===== config.mk =====
export PLATFORM = sky130hd
export DESIGN_NAME = frm_serial_port
export DESIGN_NICKNAME = d
export VERILOG_FILES = /design/src/rtl/fsp_pkg.sv /design/src/rtl/fsp_sync.sv /design/src/rtl/fsp_edge.sv /design/src/rtl/fsp_tx.sv /design/src/rtl/fsp_rx.sv /design/src/rtl/frm_serial_port.sv
export SDC_FILE = /design/constraint.sdc
export NUM_CORES = 1
export LEC_CHECK = 0
export ABC_CLOCK_PERIOD_IN_PS = 2800
export CORE_ASPECT_RATIO = 1.75
export CORE_MARGIN = 3
export CORE_UTILIZATION = 50
export CTS_CLUSTER_SIZE = 24
export DETAILED_ROUTE_END_ITERATION = 8
export DONT_BUFFER_PORTS = 1
export PLACE_DENSITY = 0.75
export SLEW_MARGIN = 20
export SYNTH_ARGS = -nofsm -noshare
export SYNTH_HDL_FRONTEND = slang
export SYNTH_SLANG_ARGS = --single-unit

===== constraint.sdc =====
create_clock -name clk -period 2.8 [get_ports clk]
set_input_delay 0.42 -clock clk [delete_from_list [all_inputs] [get_ports clk]]
set_output_delay 0.42 -clock clk [all_outputs]
set_load 0.005 [all_outputs]

===== src/rtl/fsp_pkg.sv =====
package fsp_pkg;
  typedef struct packed {
    logic rise;
    logic fall;
  } edge_t;

  localparam logic [2:0] SYNC_IDLE = 3'b110; // {frame_n, ser_clk, ser_din} at rest
endpackage


===== src/rtl/fsp_sync.sv =====
module fsp_sync #(
  parameter int W = 1,
  parameter int STAGES = 2,
  parameter logic [W-1:0] RST_VAL = '0
) (
  input  logic         clk,
  input  logic         rst_n,
  input  logic [W-1:0] d,
  output logic [W-1:0] q
);
  logic [W-1:0] chain [STAGES];

  always_ff @(posedge clk or negedge rst_n) begin
    if (!rst_n) begin
      for (int i = 0; i < STAGES; i++) chain[i] <= RST_VAL;
    end else begin
      chain[0] <= d;
      for (int i = 1; i < STAGES; i++) chain[i] <= chain[i-1];
    end
  end

  assign q = chain[STAGES-1];
endmodule


===== src/rtl/fsp_edge.sv =====
module fsp_edge
  import fsp_pkg::*;
#(
  parameter logic RST_VAL = 1'b1
) (
  input  logic  clk,
  input  logic  rst_n,
  input  logic  lvl,
  output edge_t ev
);
  logic prev;

  always_ff @(posedge clk or negedge rst_n) begin
    if (!rst_n) prev <= RST_VAL;
    else        prev <= lvl;
  end

  assign ev.rise = lvl & ~prev;
  assign ev.fall = ~lvl & prev;
endmodule


===== src/rtl/fsp_tx.sv =====
module fsp_tx #(
  parameter int W = 16
) (
  input  logic         clk,
  input  logic         rst_n,
  input  logic         load,
  input  logic         clear,
  input  logic         shift,
  input  logic [W-1:0] word,
  output logic         bit_out
);
  logic [W-1:0] sr;

  // The top bit is forced to zero: every word leads with a zero.
  function automatic logic [W-1:0] lead_word(input logic [W-1:0] w);
    logic [W-1:0] r;
    r = w;
    r[W-1] = 1'b0;
    return r;
  endfunction

  always_ff @(posedge clk or negedge rst_n) begin
    if (!rst_n) begin
      sr      <= '0;
      bit_out <= 1'b0;
    end else begin
      if (load)       sr <= lead_word(word);
      else if (shift) sr <= {sr[W-2:0], 1'b0};
      if (clear)      bit_out <= 1'b0;
      else if (shift) bit_out <= sr[W-1];
    end
  end
endmodule


===== src/rtl/fsp_rx.sv =====
module fsp_rx #(
  parameter int W = 16,
  localparam int CW = $clog2(W)
) (
  input  logic          clk,
  input  logic          rst_n,
  input  logic          restart,
  input  logic          sample,
  input  logic          din,
  output logic [W-1:0]  word,
  output logic          valid,
  output logic [CW-1:0] bitcnt,
  output logic          word_end
);
  logic [W-1:0] acc;

  function automatic logic is_last(input logic [CW-1:0] c);
    return c == CW'(W - 1);
  endfunction

  assign word_end = sample & ~restart & is_last(bitcnt);

  always_ff @(posedge clk or negedge rst_n) begin
    if (!rst_n) begin
      acc    <= '0;
      bitcnt <= '0;
      word   <= '0;
      valid  <= 1'b0;
    end else begin
      valid <= word_end;
      if (restart) begin
        acc    <= '0;
        bitcnt <= '0;
      end else if (sample) begin
        acc    <= {acc[W-2:0], din};
        bitcnt <= word_end ? '0 : bitcnt + 1'b1;
      end
      if (word_end) word <= {acc[W-2:0], din};
    end
  end
endmodule


===== src/rtl/frm_serial_port.sv =====
module frm_serial_port
  import fsp_pkg::*;
#(
  parameter int WORD_W = 16,
  parameter int SYNC_STAGES = 2,
  localparam int CW = $clog2(WORD_W)
) (
  input  logic              clk,
  input  logic              rst_n,
  input  logic              frame_n,
  input  logic              ser_clk,
  input  logic              ser_din,
  input  logic [WORD_W-1:0] tx_word,
  output logic              ser_dout,
  output logic              ser_dout_en,
  output logic [WORD_W-1:0] rx_word,
  output logic              rx_valid
);
  logic [2:0]    pins_s;
  logic          frame_s, sclk_s, din_s;
  edge_t         frm_ev, sclk_ev;
  logic          frame_act, frame_start, frame_end;
  logic          sck_rise, sck_fall, word_end, tx_bit;
  logic [CW-1:0] bitcnt;

  fsp_sync #(.W(3), .STAGES(SYNC_STAGES), .RST_VAL(SYNC_IDLE)) u_sync (
    .clk(clk), .rst_n(rst_n), .d({frame_n, ser_clk, ser_din}), .q(pins_s)
  );
  assign {frame_s, sclk_s, din_s} = pins_s;

  fsp_edge #(.RST_VAL(1'b1)) u_frm_edge (
    .clk(clk), .rst_n(rst_n), .lvl(frame_s), .ev(frm_ev)
  );
  fsp_edge #(.RST_VAL(1'b1)) u_sck_edge (
    .clk(clk), .rst_n(rst_n), .lvl(sclk_s), .ev(sclk_ev)
  );

  assign frame_act   = ~frame_s;
  assign frame_start = frm_ev.fall;
  assign frame_end   = frm_ev.rise;
  assign sck_rise    = sclk_ev.rise & frame_act;
  assign sck_fall    = sclk_ev.fall & frame_act;

  fsp_rx #(.W(WORD_W)) u_rx (
    .clk(clk), .rst_n(rst_n), .restart(frame_start | frame_end),
    .sample(sck_rise), .din(din_s), .word(rx_word), .valid(rx_valid),
    .bitcnt(bitcnt), .word_end(word_end)
  );

  fsp_tx #(.W(WORD_W)) u_tx (
    .clk(clk), .rst_n(rst_n), .load(frame_start | word_end),
    .clear(frame_start | frame_end), .shift(sck_fall),
    .word(tx_word), .bit_out(tx_bit)
  );

  assign ser_dout_en = frame_act;
  assign ser_dout    = tx_bit & frame_act;
endmodule


[Word-level counts from Yosys, hierarchy flattened]
Cells that the tools add are included.
Operators by class
  add/sub/neg operators: 1
  equality and inequality tests: 1
  multiplexer cells: 9
  bitwise logic cells: 16
  reductions and logical operators: 3
Operators by type and width (count)
  $mux 16: 2
  $mux 15: 2
  $mux 4: 3
  $and 1x1->1: 9
  $reduce_bool 2->1: 3
  $not 1->1: 5
  $add 4x1->4 const B: 1
  $eq 4x4->1 const B: 1
  $mux 1: 2
  $or 1x1->1: 2
Storage, ports and cells
  flip-flop bits (word level): 61
  input bits: 21
  output and inout port bits: 19
  logic and storage cells: 40

[Longest topological paths before layout]
  depth after elaboration: 9
  gate-level depth with buffers: 6
  depth with buffers taken out: 5

[Hierarchy]
A second synthesis with hierarchy kept.
Unflattened totals
  cells, all modules: 196
  area total of the unflattened synthesis: 2547.4 sq um
Modules (own cells, without submodules)
  fsp_rx: instances 1, cells each 104, area each 1478.9 sq um, seq. area each 900.9 sq um
  fsp_tx: instances 1, cells each 71, area each 773.2 sq um, seq. area each 425.4 sq um
  fsp_sync: instances 1, cells each 9, area each 177.7 sq um, seq. area each 155.1 sq um
  fsp_edge: instances 2, cells each 3, area each 41.3 sq um, seq. area each 26.3 sq um
  frm_serial_port: instances 1, cells each 6, area each 35.0 sq um, seq. area each 0.0 sq um

[Worst setup path after synthesis]
OpenSTA, ideal clock, no wires.
  path kind: reg2reg
  from: register u_sync.chain, in the netlist u_sync.q[2]
  to: register u_rx.word[10]
  library setup time: 125 ps
  arrival: 1919 ps
  required time: 2675 ps
  path slack: 756 ps
  cell stages (with the launch flop): 7
  buffers on the path: 1
  clock period less this slack: 2044 ps
  cells stage by stage: dfstp_2 -> inv_1 -> ha_1 -> nand3_1 -> nor2_2 -> buf_6 -> mux2_2
On the way
  word-level cells in the longest chain between the ends: 6
  elaborated cells between the ends (all ways): 8
  classes of those cells: bitwise: 8
Ends and longest elaborated chain
  start: declaration: RTL line fsp_sync.sv:11  | logic [W-1:0] chain [STAGES];
  $not 1->1 *: RTL line frm_serial_port.sv:38  | assign frame_act = ~frame_s;
  net ser_dout_en: RTL line frm_serial_port.sv:15  | output logic ser_dout_en,
  $and 1x1->1: RTL line fsp_edge.sv:19  | assign ev.fall = ~lvl & prev;
  $or 1x1->1: RTL line frm_serial_port.sv:45  | .clk(clk), .rst_n(rst_n), .restart(frame_start | frame_end),
  $not 1->1: RTL line fsp_rx.sv:21  | assign word_end = sample & ~restart & is_last(bitcnt);
  $and 1x1->1 * (2 in a row): RTL line fsp_rx.sv:21
  net u_rx.word_end: RTL line fsp_rx.sv:13  | output logic word_end
  end signal: assignment: RTL line fsp_rx.sv:38  | if (word_end) word <= {acc[W-2:0], din};
  end: declaration: RTL line fsp_rx.sv:10  | output logic [W-1:0] word,
Mark *: on every way through the listed nets, which the timed path passes. The rest lies on a longest branch.
A chain may end at the register's enable or synchronous reset.

[Worst setup path in the final report]
  from: register u_sync.chain, in the netlist u_sync.q[2]
  to: register u_tx.sr[3]
On the way
  word-level cells in the longest chain between the ends: 8
  elaborated cells between the ends (all ways): 12
  classes of those cells: mux: 1; bitwise: 10; reduce/logical: 1
Ends and longest elaborated chain
  $not 1->1 *: RTL line frm_serial_port.sv:38
  net ser_dout_en: RTL line frm_serial_port.sv:15
  $and 1x1->1: RTL line fsp_edge.sv:19
  $or 1x1->1: RTL line frm_serial_port.sv:45
  $not 1->1: RTL line fsp_rx.sv:21
  $and 1x1->1 (2 in a row): RTL line fsp_rx.sv:21
  $or 1x1->1: RTL line frm_serial_port.sv:51  | .clk(clk), .rst_n(rst_n), .load(frame_start | word_end),
  $mux 16 / $reduce_bool 2->1 (equally long branches)
  end signal: assignment: RTL line fsp_tx.sv:27  | if (load) sr <= lead_word(word);
  end signal: assignment: RTL line fsp_tx.sv:28  | else if (shift) sr <= {sr[W-2:0], 1'b0};
  end: declaration: RTL line fsp_tx.sv:12  | logic [W-1:0] sr;
Marks and branches as above.

==> results.tsv <==
stage	metric	value	unit
outcome	status	completed	
job	drv_cap	0	
detailed_routing	via_per_inst	5.54	
clocking	post_cts_buffers	0	
power_and_ir_drop	switchingPower	0.433	mW
clocking	htree_num_levels	3	
grt	grt_pass1_wl	6900	µm
clocking	cts_tree	built	
setup_path	worstPathArrival	2.27	ns
placed_design	place_congestion	0.704	
grt	grt_max_degree	62	
setup_path	startpoint_type	register	
synth	syn-num-nets	213	
grt	first_global_vias	1528	
clocking	cts_buffers	9	
power_and_ir_drop	swShare	20.2	%
clocking	clock_latency	0.34	ns
sta	worst_clock_skew	0.00754	ns
power_and_ir_drop	combPwrFrac	8.4	%
synth	syn_inst	190	
sta	setup_viol	0	
synth	yosysSeqAreaShare	58.4	%
clocking	root_buffer	clkbuf_8	
synth	synth_area	2630	µm²
power_and_ir_drop	ir_drop	0.537	mV
synth	syn_area_per_cell	13.8	µm²
sta	worst_slew_pin_slew	0.707	ns
clocking	cts_resized	0	
detailed_routing	ant_nets	0	
power_and_ir_drop	internal_power	1.71	mW
floorplan	rows	34	
setup_path	crit_fanout	15	
synth	synth-async-reset-ratio	100	%
cells_and_area	antenna_cells	0	
synth	synth_warnings	0	
clocking	cts_buffer_depth	2	
cells_and_area	layout-drive-gt1-share	37.6	%
sta	rsz0062_at_grt	no	
floorplan	core	5020	µm²
floorplan	io_pins	40	
detailed_routing	wl_met1	1630	µm
setup_path	critical_path_required	3.02	ns
sta	hold_viol	0	
sta	slew_viol_final	0	
grt	globalRouteTotalUtil	15.6	%
detailed_routing	top_layer	met4	
synth	synth_top_area_share	52.4	%
setup_path	reg2reg_from	u_sync.q[2]	
placed_design	dp_hpwl	2710	µm
synth	synth_area_leader_cell	dfrtp_1	
sta	period_needed	2.06	ns
setup_path	ff2ff_setup_slack	0.74	ns
sta	max_freq	487	MHz
detailed_routing	route.met3.wl	224	µm
worst_hold_path	min-delay-start	frame_n	
clocking	hold_buffers	2	
detailed_routing	initialDrtViolationCount	42	
floorplan	start_util	52.4	%
cells_and_area	register_area	1530	µm²
sta	relSlewSlack	52.8	%
synth	synth_ff_type	dfrtp_1	
synth	synth_area_leaders	dfrtp_1 (52%), mux2_2 (15%), dfstp_2 (6.0%)	
worst_hold_path	hold_path.class	input port to register	
sta	setup_tns	0	ns
detailed_routing	via_count	1434	
synth	yosysUniqueCellTypes	32	
detailed_routing	drc	0	
grt	overflow	0	
power_and_ir_drop	finalPower	2.15	mW
power_and_ir_drop	p_seq_share	45.0	%
cells_and_area	multi_input_area	1030	µm²
cells_and_area	final_nets	223	
floorplan	dieArea	6200	µm²
detailed_routing	wl_met2	2160	µm
cells_and_area	area_growth	13.0	%
clocking	cts.clk_slew.worst_paths	0.06	ns
power_and_ir_drop	power.share.clock	46.6	%
power_and_ir_drop	leakage	1.33	nW
placed_design	io_buffers	0	
floorplan	die_w	60.8	µm
synth	synth_common_cells	dfrtp_1 (55), mux2_2 (35), nand2_1 (34)	
power_and_ir_drop	p_per_area	723	nW/µm²
detailed_routing	wl	4140	µm
synth	synth-seq-cells	61	
detailed_routing	drtPass1Iterations	4	
synth	synth-edff-count	0	
detailed_routing	wl_per_cell	16.0	µm
clocking	cts.sinks	61	
setup_path	crit_start	u_sync.q[2]	
grt	antenna_found_initial	0	
synth	yosysMostFrequentCell	dfrtp_1	
setup_path	crit_path_end_kind	register	
floorplan	fp.dieH	102	µm
sta	finalCritPeriodShare	73.4	%
cells_and_area	fill_cells	416	
setup_path	path_class	register to register	
cells by family (layout without fill, tap and decap cells):
kind of cell | Yosys count | in the layout | share of synthesized area [%]
adder cells (fa/ha/maj) | 2 | 2 | 0.952
AO/OA/AOI/OAI | 24 | 24 | 7.38
flip-flops | 61 | 61 | 58.4
AND/OR/NAND/NOR | 47 | 47 | 9.42
multiplexers | 47 | 47 | 21.5
buffers and inverters | 9 | 24 | 2.43
state kept, by name (all words and copies together) (netlist names):
name             flops
u_frm_edge.prev      1
u_rx.acc            15
u_rx.bitcnt          4
u_rx.valid           1
u_rx.word           16
u_sck_edge.prev      1
u_sync.chain         3
u_sync.q             3
u_tx.bit_out         1
u_tx.sr             16
per-stage QoR:
stage	instances	setup WS (ns)	hold slack (ns)	area [µm²]	util, %
finish	259	0.745	0.0732	2970	59.2
global route	259	0.609	0.0550	2970	59.2
CTS	259	0.694	0.0558	2970	59.2
detailed placement	241	0.729	0.126	2670	53.3
global placement	241	0.757	0.126	2670	53.3
floorplan	190	0.756	0.124	2630	-
critical path, cell delays in order, from the launching register on:
cell     delay, ns
dfstp_2       0.62
inv_1         0.10
ha_1          0.34
a41oi_4       0.21
buf_4         0.28
mux2_2        0.38
power groups by stage:
stage               combinational [mW]  clock [mW]  sequential (mW)
floorplan                        0.142           0            0.973
global route                     0.199        1.06            0.973
CTS                              0.183        1.02            0.966
detailed placement               0.158           0            0.982
finish                           0.180        1.00            0.965
global placement                 0.151           0            0.980
area by class of cell:
type | instances | share of cell area (%)
Multi-Input combinational cell | 120 | 34.7
Tap cell | 54 | 2.27
Clock buffer | 13 | 5.69
Inverter | 1 | 0.126
Clock inverter | 3 | 3.03
Timing Repair Buffer | 7 | 2.53
Sequential cell | 61 | 51.6
layer usage:
metal / up-vias / global-route usage [%]
li1: 678 / -
met4: 0 / 9.52
met2: 36 / 25.1
met3: 11 / 6.19
met1: 709 / 16.6
met5: - / 0
placed cells by master, fill, tap and decap left out:
cell,synthesis,layout
or3b_1,1,1
nand4bb_1,1,1
nand2_1,34,34
nor3b_1,1,1
bufinv_16,0,3
o21a_1,1,1
nand3_1,1,1
dfrtp_1,55,55
mux2_2,35,35
dlygate4sd3_1,0,1
mux2_4,10,10
a21boi_0,19,19
nor3b_2,1,1
ha_1,2,2
a21oi_1,1,1
nor3b_4,1,1
and2b_1,1,1
buf_4,1,5
and4bb_4,1,1
o21ai_0,1,1
a31oi_1,1,1
nor2b_1,2,2
nor3_1,1,1
nand4b_1,1,1
buf_16,0,1
dfstp_2,6,6
mux2i_1,2,2
inv_1,1,1
nor2_2,1,1
a41oi_4,1,1
clkbuf_1,2,1
clkbuf_8,0,12
path summary, 6_finish.rpt:
kind | endpoint | depth (start not counted)
min reg2reg | u_sync.q[0] | 0
max in group asynchronous | u_sync.chain[4] | 2
min in group asynchronous | u_tx.sr[11] | 2
max | u_tx.sr[3] | 5
min | u_sync.chain[5] | 0
max reg2reg | u_tx.sr[3] | 5
Power figures use the tool's default switching activity.
